===== config.mk =====
export PLATFORM = sky130hd
export DESIGN_NAME = zrle_encoder
export DESIGN_NICKNAME = d
export VERILOG_FILES = /design/src/rtl/zrle_pkg.sv /design/src/rtl/zrle_run_ctr.sv /design/src/rtl/zrle_out_stage.sv /design/src/rtl/zrle_encoder.sv
export SDC_FILE = /design/constraint.sdc
export NUM_CORES = 1
export LEC_CHECK = 0
export BUFFER_PORTS_ARGS = -buffer_cell sky130_fd_sc_hd__buf_2
export CAP_MARGIN = 20
export CORE_MARGIN = 8
export CORE_UTILIZATION = 40
export CTS_CLUSTER_DIAMETER = 30
export DETAILED_ROUTE_END_ITERATION = 10
export MAX_ROUTING_LAYER = met4
export PLACE_DENSITY_LB_ADDON = 0.1
export SYNTH_ARGS = -nofsm -noshare
export SYNTH_HDL_FRONTEND = slang
export SYNTH_SLANG_ARGS = --single-unit
export TNS_END_PERCENT = 20

===== constraint.sdc =====
create_clock -name clk -period 2.5 [get_ports clk]
set_input_delay 0.25 -clock clk [delete_from_list [all_inputs] [get_ports clk]]
set_output_delay 0.25 -clock clk [all_outputs]
set_load 0.02 [all_outputs]

===== src/rtl/zrle_pkg.sv =====
package zrle_pkg;
  typedef enum logic [1:0] {
    PH_NORM  = 2'd0,
    PH_COUNT = 2'd1,
    PH_HOLD  = 2'd2
  } phase_t;
endpackage


===== src/rtl/zrle_run_ctr.sv =====
module zrle_run_ctr #(
  parameter int MAX_RUN = 64,
  localparam int CW = $clog2(MAX_RUN + 1)
) (
  input  logic          clk,
  input  logic          rst_n,
  input  logic          load_one,
  input  logic          bump,
  output logic [CW-1:0] cnt,
  output logic [CW-1:0] cnt_next
);
  localparam logic [CW-1:0] CAP = CW'(MAX_RUN);

  // saturating successor of the present count
  assign cnt_next = (cnt >= CAP) ? CAP : cnt + 1'b1;

  always_ff @(posedge clk or negedge rst_n) begin
    if (!rst_n)        cnt <= '0;
    else if (load_one) cnt <= CW'(1);
    else if (bump)     cnt <= cnt_next;
  end

  a_r6_cap : assert property (@(posedge clk) disable iff (!rst_n) cnt <= CAP);
  a_r6_no_wrap : assert property (@(posedge clk) disable iff (!rst_n)
    bump && !load_one |=> cnt >= $past(cnt));
endmodule


===== src/rtl/zrle_out_stage.sv =====
module zrle_out_stage #(
  parameter int W = 12
) (
  input  logic         clk,
  input  logic         rst_n,
  input  logic         push,
  input  logic [W-1:0] push_data,
  input  logic         push_last,
  input  logic         out_ready,
  output logic         out_valid,
  output logic [W-1:0] out_data,
  output logic         out_last,
  output logic         slot_free
);
  assign slot_free = !out_valid || out_ready;

  always_ff @(posedge clk or negedge rst_n) begin
    if (!rst_n) begin
      out_valid <= 1'b0;
      out_data  <= '0;
      out_last  <= 1'b0;
    end else if (slot_free) begin
      out_valid <= push;
      if (push) begin
        out_data <= push_data;
        out_last <= push_last;
      end
    end
  end

  a_r8_hold : assert property (@(posedge clk) disable iff (!rst_n)
    out_valid && !out_ready |=> out_valid && $stable(out_data) && $stable(out_last));
  a_r8_no_overrun : assert property (@(posedge clk) disable iff (!rst_n)
    push |-> slot_free);
endmodule


===== src/rtl/zrle_encoder.sv =====
module zrle_encoder
  import zrle_pkg::*;
#(
  parameter int W       = 12,
  parameter int MAX_RUN = 64
) (
  input  logic         clk,
  input  logic         rst_n,
  input  logic         in_valid,
  output logic         in_ready,
  input  logic [W-1:0] in_data,
  input  logic         in_last,
  output logic         out_valid,
  input  logic         out_ready,
  output logic [W-1:0] out_data,
  output logic         out_last
);
  localparam int CW = $clog2(MAX_RUN + 1);

  phase_t        ph, ph_n;
  logic          active, act_n;
  logic [W-1:0]  hold_data;
  logic          hold_last, hold_ld;
  logic          slot_free, acc, is_zero;
  logic          emit, emit_last, ld_one, bump;
  logic [W-1:0]  emit_data;
  logic [CW-1:0] cnt, cnt_next;

  function automatic logic [W-1:0] cword(input logic [CW-1:0] c);
    return {{(W-CW){1'b0}}, c};
  endfunction

  assign in_ready = (ph == PH_NORM) && slot_free;
  assign acc      = in_valid && in_ready;
  assign is_zero  = (in_data == '0);

  always_comb begin
    emit      = 1'b0;
    emit_data = '0;
    emit_last = 1'b0;
    ph_n      = ph;
    act_n     = active;
    hold_ld   = 1'b0;
    ld_one    = 1'b0;
    bump      = 1'b0;
    case (ph)
      PH_NORM: if (acc) begin
        if (is_zero) begin
          if (!active) begin
            emit   = 1'b1;               // run marker
            ld_one = 1'b1;
            act_n  = 1'b1;
            if (in_last) ph_n = PH_COUNT;
          end else if (in_last) begin
            emit      = 1'b1;            // run closed by block end
            emit_data = cword(cnt_next);
            emit_last = 1'b1;
            act_n     = 1'b0;
          end else begin
            bump = 1'b1;
          end
        end else if (active) begin
          emit      = 1'b1;              // count now, nonzero word next
          emit_data = cword(cnt);
          hold_ld   = 1'b1;
          act_n     = 1'b0;
          ph_n      = PH_HOLD;
        end else begin
          emit      = 1'b1;
          emit_data = in_data;
          emit_last = in_last;
        end
      end
      PH_COUNT: if (slot_free) begin
        emit      = 1'b1;
        emit_data = cword(cnt);
        emit_last = 1'b1;
        act_n     = 1'b0;
        ph_n      = PH_NORM;
      end
      PH_HOLD: if (slot_free) begin
        emit      = 1'b1;
        emit_data = hold_data;
        emit_last = hold_last;
        ph_n      = PH_NORM;
      end
      default: ph_n = PH_NORM;
    endcase
  end

  always_ff @(posedge clk or negedge rst_n) begin
    if (!rst_n) begin
      ph        <= PH_NORM;
      active    <= 1'b0;
      hold_data <= '0;
      hold_last <= 1'b0;
    end else begin
      ph     <= ph_n;
      active <= act_n;
      if (hold_ld) begin
        hold_data <= in_data;
        hold_last <= in_last;
      end
    end
  end

  zrle_run_ctr #(.MAX_RUN(MAX_RUN)) u_ctr (
    .clk(clk), .rst_n(rst_n), .load_one(ld_one), .bump(bump),
    .cnt(cnt), .cnt_next(cnt_next)
  );

  zrle_out_stage #(.W(W)) u_out (
    .clk(clk), .rst_n(rst_n), .push(emit), .push_data(emit_data),
    .push_last(emit_last), .out_ready(out_ready), .out_valid(out_valid),
    .out_data(out_data), .out_last(out_last), .slot_free(slot_free)
  );

  a_r1_pass : assert property (@(posedge clk) disable iff (!rst_n)
    acc && !is_zero && !active |=>
      out_valid && out_data == $past(in_data) && out_last == $past(in_last));
  a_r2_marker : assert property (@(posedge clk) disable iff (!rst_n)
    acc && is_zero && !active |=> out_valid && out_data == '0 && !out_last);
  a_r7_one_stall : assert property (@(posedge clk) disable iff (!rst_n)
    acc && !is_zero && active |=> !in_ready);
  a_r5_flush_last : assert property (@(posedge clk) disable iff (!rst_n)
    (ph == PH_COUNT) && slot_free |=> out_valid && out_last);
endmodule


Word level (Yosys, flattened, before mapping):

Index checks and enable logic that the tools add are counted.

* magnitude comparators: 1
* add/sub/neg operators: 1
* mux-type cells: 45
* reductions and logical operators: 12
* eq/ne operators: 8

Operator list (number)
* $mux 12: 3
* $pmux 12 s3: 1
* $mux 7: 5
* $mux 1: 26
* $logic_not 12->1: 1
* $mux 2: 6
* $ne 3x3->1 const B: 3
* $add 7x1->7 const B: 1
* $ge 7x7->1 const B: 1
* $reduce_and 5->1: 1
* $ne 2x2->1 const B: 2
* $pmux 1 s2: 2
* $pmux 2 s2: 1
* $reduce_bool 2->1: 2
* $pmux 1 s3: 1
* $reduce_and 3->1: 1
* $eq 2x1->1 const B: 1
* $eq 2x2->1 const B: 1
* $logic_and 1x1->1: 2
* $logic_not 2->1: 1
* $ne 2x1->1 const B: 1
* $reduce_and 2->1: 1
* $reduce_or 2->1: 1
* $logic_not 1->1: 1
* $logic_or 1x1->1: 1

* word-level logic and storage cells: 75
* register bits: 37
* output and inout bits: 15

Logic depth before layout (Yosys ltp):

* word-level depth: 8
* mapped depth: 8

Cells and area by module:

A second synthesis with hierarchy kept.

* cells, all modules: 221
* area total of the unflattened synthesis: 2272.2 µm²

By module, submodules not included
* zrle_encoder: cells each 137, area an instance 1223.7 µm², times used 1
* zrle_out_stage: cells each 31, area an instance 586.8 µm², times used 1
* zrle_run_ctr: cells each 53, area an instance 461.7 µm², times used 1

Worst setup path before layout:

No wires, ideal clock.

* path kind: register to register
* start: reg ph[0]
* end: reg u_out.out_data[5]
* buffers on the path: 1
* library setup time: 0.082 ns
* stages on the path, launching flop included: 9
* period minus slack after synthesis: 2.019 ns
* data arrival time: 1.937 ns
* setup slack: 0.481 ns
* path through: dfrtp_1 -> inv_1 -> ha_1 -> nor3b_1 -> and4_1 -> nor4_2 -> clkbuf_1 -> nor2_1 -> a31oi_1

* word-level cells in the longest chain between the ends: 6
* elaborated cells on any way between the ends: 11
* classes of those cells: eq/ne: 2; mux: 4; reduce/logical: 5

Ends and longest elaborated chain
* start: declaration: line zrle_encoder.sv:20 `phase_t ph, ph_n;`
* start signal: assignment: line zrle_encoder.sv:98 `ph <= ph_n;`
* $logic_not 2->1: line zrle_encoder.sv:33, zrle_encoder.sv:46
* $logic_and 1x1->1: line zrle_encoder.sv:33 `assign in_ready = (ph == PH_NORM) && slot_free;`
* $logic_and 1x1->1: line zrle_encoder.sv:34 `assign acc = in_valid && in_ready;`
* $mux 1: line zrle_encoder.sv:47 `PH_NORM: if (acc) begin`
* $pmux 1 s2: line zrle_encoder.sv:46 `case (ph)`
* $reduce_and 2->1 (no source line)
* end signal: assignment: line zrle_out_stage.sv:25 `out_data <= push_data;`
* end: declaration: line zrle_out_stage.sv:11 `output logic [W-1:0] out_data,`

Parallel ways exist; a longest one is shown, timed or not.
A chain may end at the register's enable or synchronous reset.

Worst setup path in the final report:

* start: reg ph[0]
* end: reg u_out.out_data[0]

Same word-level chain as after synthesis.

==> impl_results.md <==
* Achievable Freq at approximately 0.5 GHz
* First drt pass iteration count at 5
* Max-capacitance violation count at 0
* First-pass GRT wire length at slightly below 9 mm
* Flop and latch count out of synthesis at 37
* Detail-routed via count per cell at between 5 and 6
* Inserted Clock Buffers at 5
* Number of nets still failing antenna checks after routing at 0
* Ordered cell list for the critical path: inv_1, ha_1, nor3b_1, and4_1, nor4_4, buf_4, nand2_1, o22a_1
* # diodes at 0
* Kind of end point of the critical path: flop
* Number of antenna violations at the first check in global routing at 0
* Tmin final at about 2.0 ns
* Critical path data arrival time at ~2.2 ns
* Dominant cells by area after synthesis: dfrtp_1, mux2_2, a21oi_1
* Residual DRC at 0
* Remaining global-route overflow at 0
* Final estimated routing congestion in global placement at 0.947
* Vias in the first global route at roughly 1700
* Critical path class: reg2reg
* Die ar. at between 7000 and 8000 µm²
* Number of placement rows at 26
* Dominant cell type by area after synthesis: dfrtp_1
* Ys Warns at 0
* Share of final-layout standard cells stronger than drive strength 1 at 0.298
* Sum of routed wire length over all layers at between 5 and 6 mm
* Final hold viol count at 0
* Flip-flop cell with the highest count after synthesis: dfrtp_1
* H-tree depth at 2
* Core footprint at 5040 µm²
* Clock tree buffer depth at 2
* Max transition margin at 0.444
* # setup viols final at 0
* Smallest hold slack at around 0.050 ns
* Count of distinct cell types in the synthesized netlist at 48
* Metal-1 WL at ~2.6 mm
* Total power density per cell area at 625 nW/µm²
* TritonCTS clock tree: built
* Outcome: finished clean
* Most numerous cell in the Yosys netlist: dfrtp_1
* Number of nets in the final layout at between 200 and 300
* DRT iter0 DRCs at around 160
* Sinks on Clock Net at 37
* Mapped Cells at 203
* Initial Util at 0.411
* VDD IR max at approximately 260 µV
* Crit-path max cell delay at around 0.40 ns
* Clk Tree Root Cell: clkbuf_8
* Summed instance area of the synthesized netlist at roughly 2100 µm²
* WL met3 at 231 µm
* Vias at about 1700
* Hold WC Path Type: in2async
* Die Span Y at about 88 µm
* Net count after synthesis at around 230
* Setup repair after global routing missed its margin: no
* Share of the clock period used by the worst path after layout at 0.797
* Hold-fix buffer count after cts at 0
* All-layer global routing usage at 0.155
* Sequential fraction of the synthesis area at 0.447
* Half-perimeter wire length of the detailed placement result at 3.90 mm
* Count of port buffers added during placement at 31
* Top sig layer: met4
* Die span in x at just under 90 µm
* Number of placed I/O pins at 32
* Worst-path fanout max at 26
* Proportion of netlist area held by the largest area contributor at 0.447
* Cell types with the highest counts after synthesis: dfrtp_1, nor2_1, a21oi_1
* Clock-pin slew on the worst setup and hold paths at approximately 0.080 ns
* Leakage power figure at 1.08 nW
* Cts repair resizes at 0
* CP Launch Type: flop
* Setup Fix Bufs, Post-CTS at 0
* Post-synth ARST share at 1.00
* Detailed-routed wire length on met2 at around 2.4 mm
* Avg Inst Size Synth at about 10 µm²
* Critical path required time at 2.68 ns
* Worst-path cell with the longest stage delay: dfrtp_1
* Max Transition Viols Final at 0
* Number of flops mapped to enable cells by yosys at 0
* Sum of negative setup slack at 0 ns
* Maximum number of pins on one net before global-route repair at 38
* Area growth from synthesis to final layout at 19.8%
* Routed len/inst at between 15 and 20 µm
* Worst skew pair latency at around 0.3 ns
* Clock Skews at ~0.0070 ns
* Slew @ Worst Pin at roughly 0.83 ns
## worst max-delay path, delay by kind of cell (launching register included)
kind            cells  cell delay, ns
simple gates        4            0.60
flops               1            0.40
buf+inv             2            0.38
fa+ha+maj           1            0.33
compound gates      1            0.17
## metrics by stage
stage | power, mW | setup WS, ns | utilization | std cells | cell area [µm²]
after floorplan | 0.818 | 0.481 | - | 203 | 2070
after global placement | 0.935 | 0.495 | 0.465 | 304 | 2340
after detailed placement | 0.937 | 0.463 | 0.465 | 304 | 2340
after CTS | 1.57 | 0.478 | 0.492 | 312 | 2480
after global routing | 1.63 | 0.290 | 0.492 | 312 | 2480
final | 1.55 | 0.508 | 0.492 | 312 | 2480
## path summary, 6_finish.rpt
check	start	endpoint	slack [ns]	cells after the start
setup / recovery	ph[0]	u_out.out_data[0]	0.51	8
setup reg to reg	ph[0]	u_out.out_data[0]	0.51	8
min in group clk	in_data[3]	hold_data[3]	0.24	2
hold / removal	rst_n	hold_data[1]	0.05	1
max in group asynchronous	rst_n	active	1.92	1
hold reg to reg	hold_data[0]	hold_data[0]	0.51	1
## report_power, final
part	total, mW	internal [mW]	switching [mW]
Combinational	0.252	0.0889	0.163
Sequential	0.667	0.644	0.0230
Clock	0.632	0.402	0.230
Total	1.55	1.13	0.416
## cell usage in the layout, fill, tap and decap left out, types with 2 or more instances in the layout
cell type | netlist | final
or4_1 | 2 | 2
a21o_1 | 2 | 2
a31o_2 | 2 | 2
buf_4 | 1 | 9
bufinv_16 | 0 | 2
dfrtp_1 | 37 | 37
nand2_1 | 14 | 14
nand2b_1 | 2 | 2
or4b_1 | 2 | 2
ha_1 | 6 | 6
nand3_1 | 7 | 7
o21ai_0 | 4 | 4
a21oi_1 | 15 | 15
mux2_2 | 14 | 14
xnor2_1 | 3 | 3
nor3_1 | 4 | 4
nor2b_1 | 3 | 3
nor4_4 | 3 | 4
o31ai_1 | 2 | 2
a22oi_1 | 10 | 10
clkbuf_8 | 0 | 5
nor2_1 | 20 | 20
a222oi_1 | 2 | 2
inv_1 | 5 | 5
a211o_1 | 2 | 2
a31oi_1 | 10 | 10
buf_2 | 1 | 31
mux2i_1 | 2 | 2
and3_1 | 2 | 2
## logic make-up (layout without fill, tap and decap cells)
logic type,Yosys count,count (layout),share of synthesized area
AOI/OAI and AO/OA,55,55,0.179
xor gates and xnor gates,3,3,0.0127
adders and majority gates,6,6,0.0362
buffers and inverters,14,53,0.0314
DFF,37,37,0.447
muxes,16,16,0.0857
and+or+nand+nor,72,72,0.208
## flip-flops by register name, summed over array words and instances (netlist names)
name             flops
u_ctr.cnt            7
u_out.out_valid      1
hold_data           12
hold_last            1
u_out.out_last       1
u_out.out_data      12
active               1
ph                   2
## metal layers
metal / track usage / vias to the layer above
met2: 0.226 / 39
met1: 0.202 / 830
met4: 0.0531 / 0
met5: - / -
met3: 0.0366 / 7
li1: - / 832
## area by class of cell
| cell class | instances | area, µm² |
|---|---|---|
| clock buffer | 5 | 68.8 |
| clock inverter | 3 | 68.8 |
| fill | 494 | 2560 |
| inverter | 5 | 18.8 |
| multi-input combinational | 152 | 1090 |
| sequential | 37 | 926 |
| tap | 70 | 87.6 |
| timing repair buffer | 40 | 223 |
(Power assumes the default switching activity.)
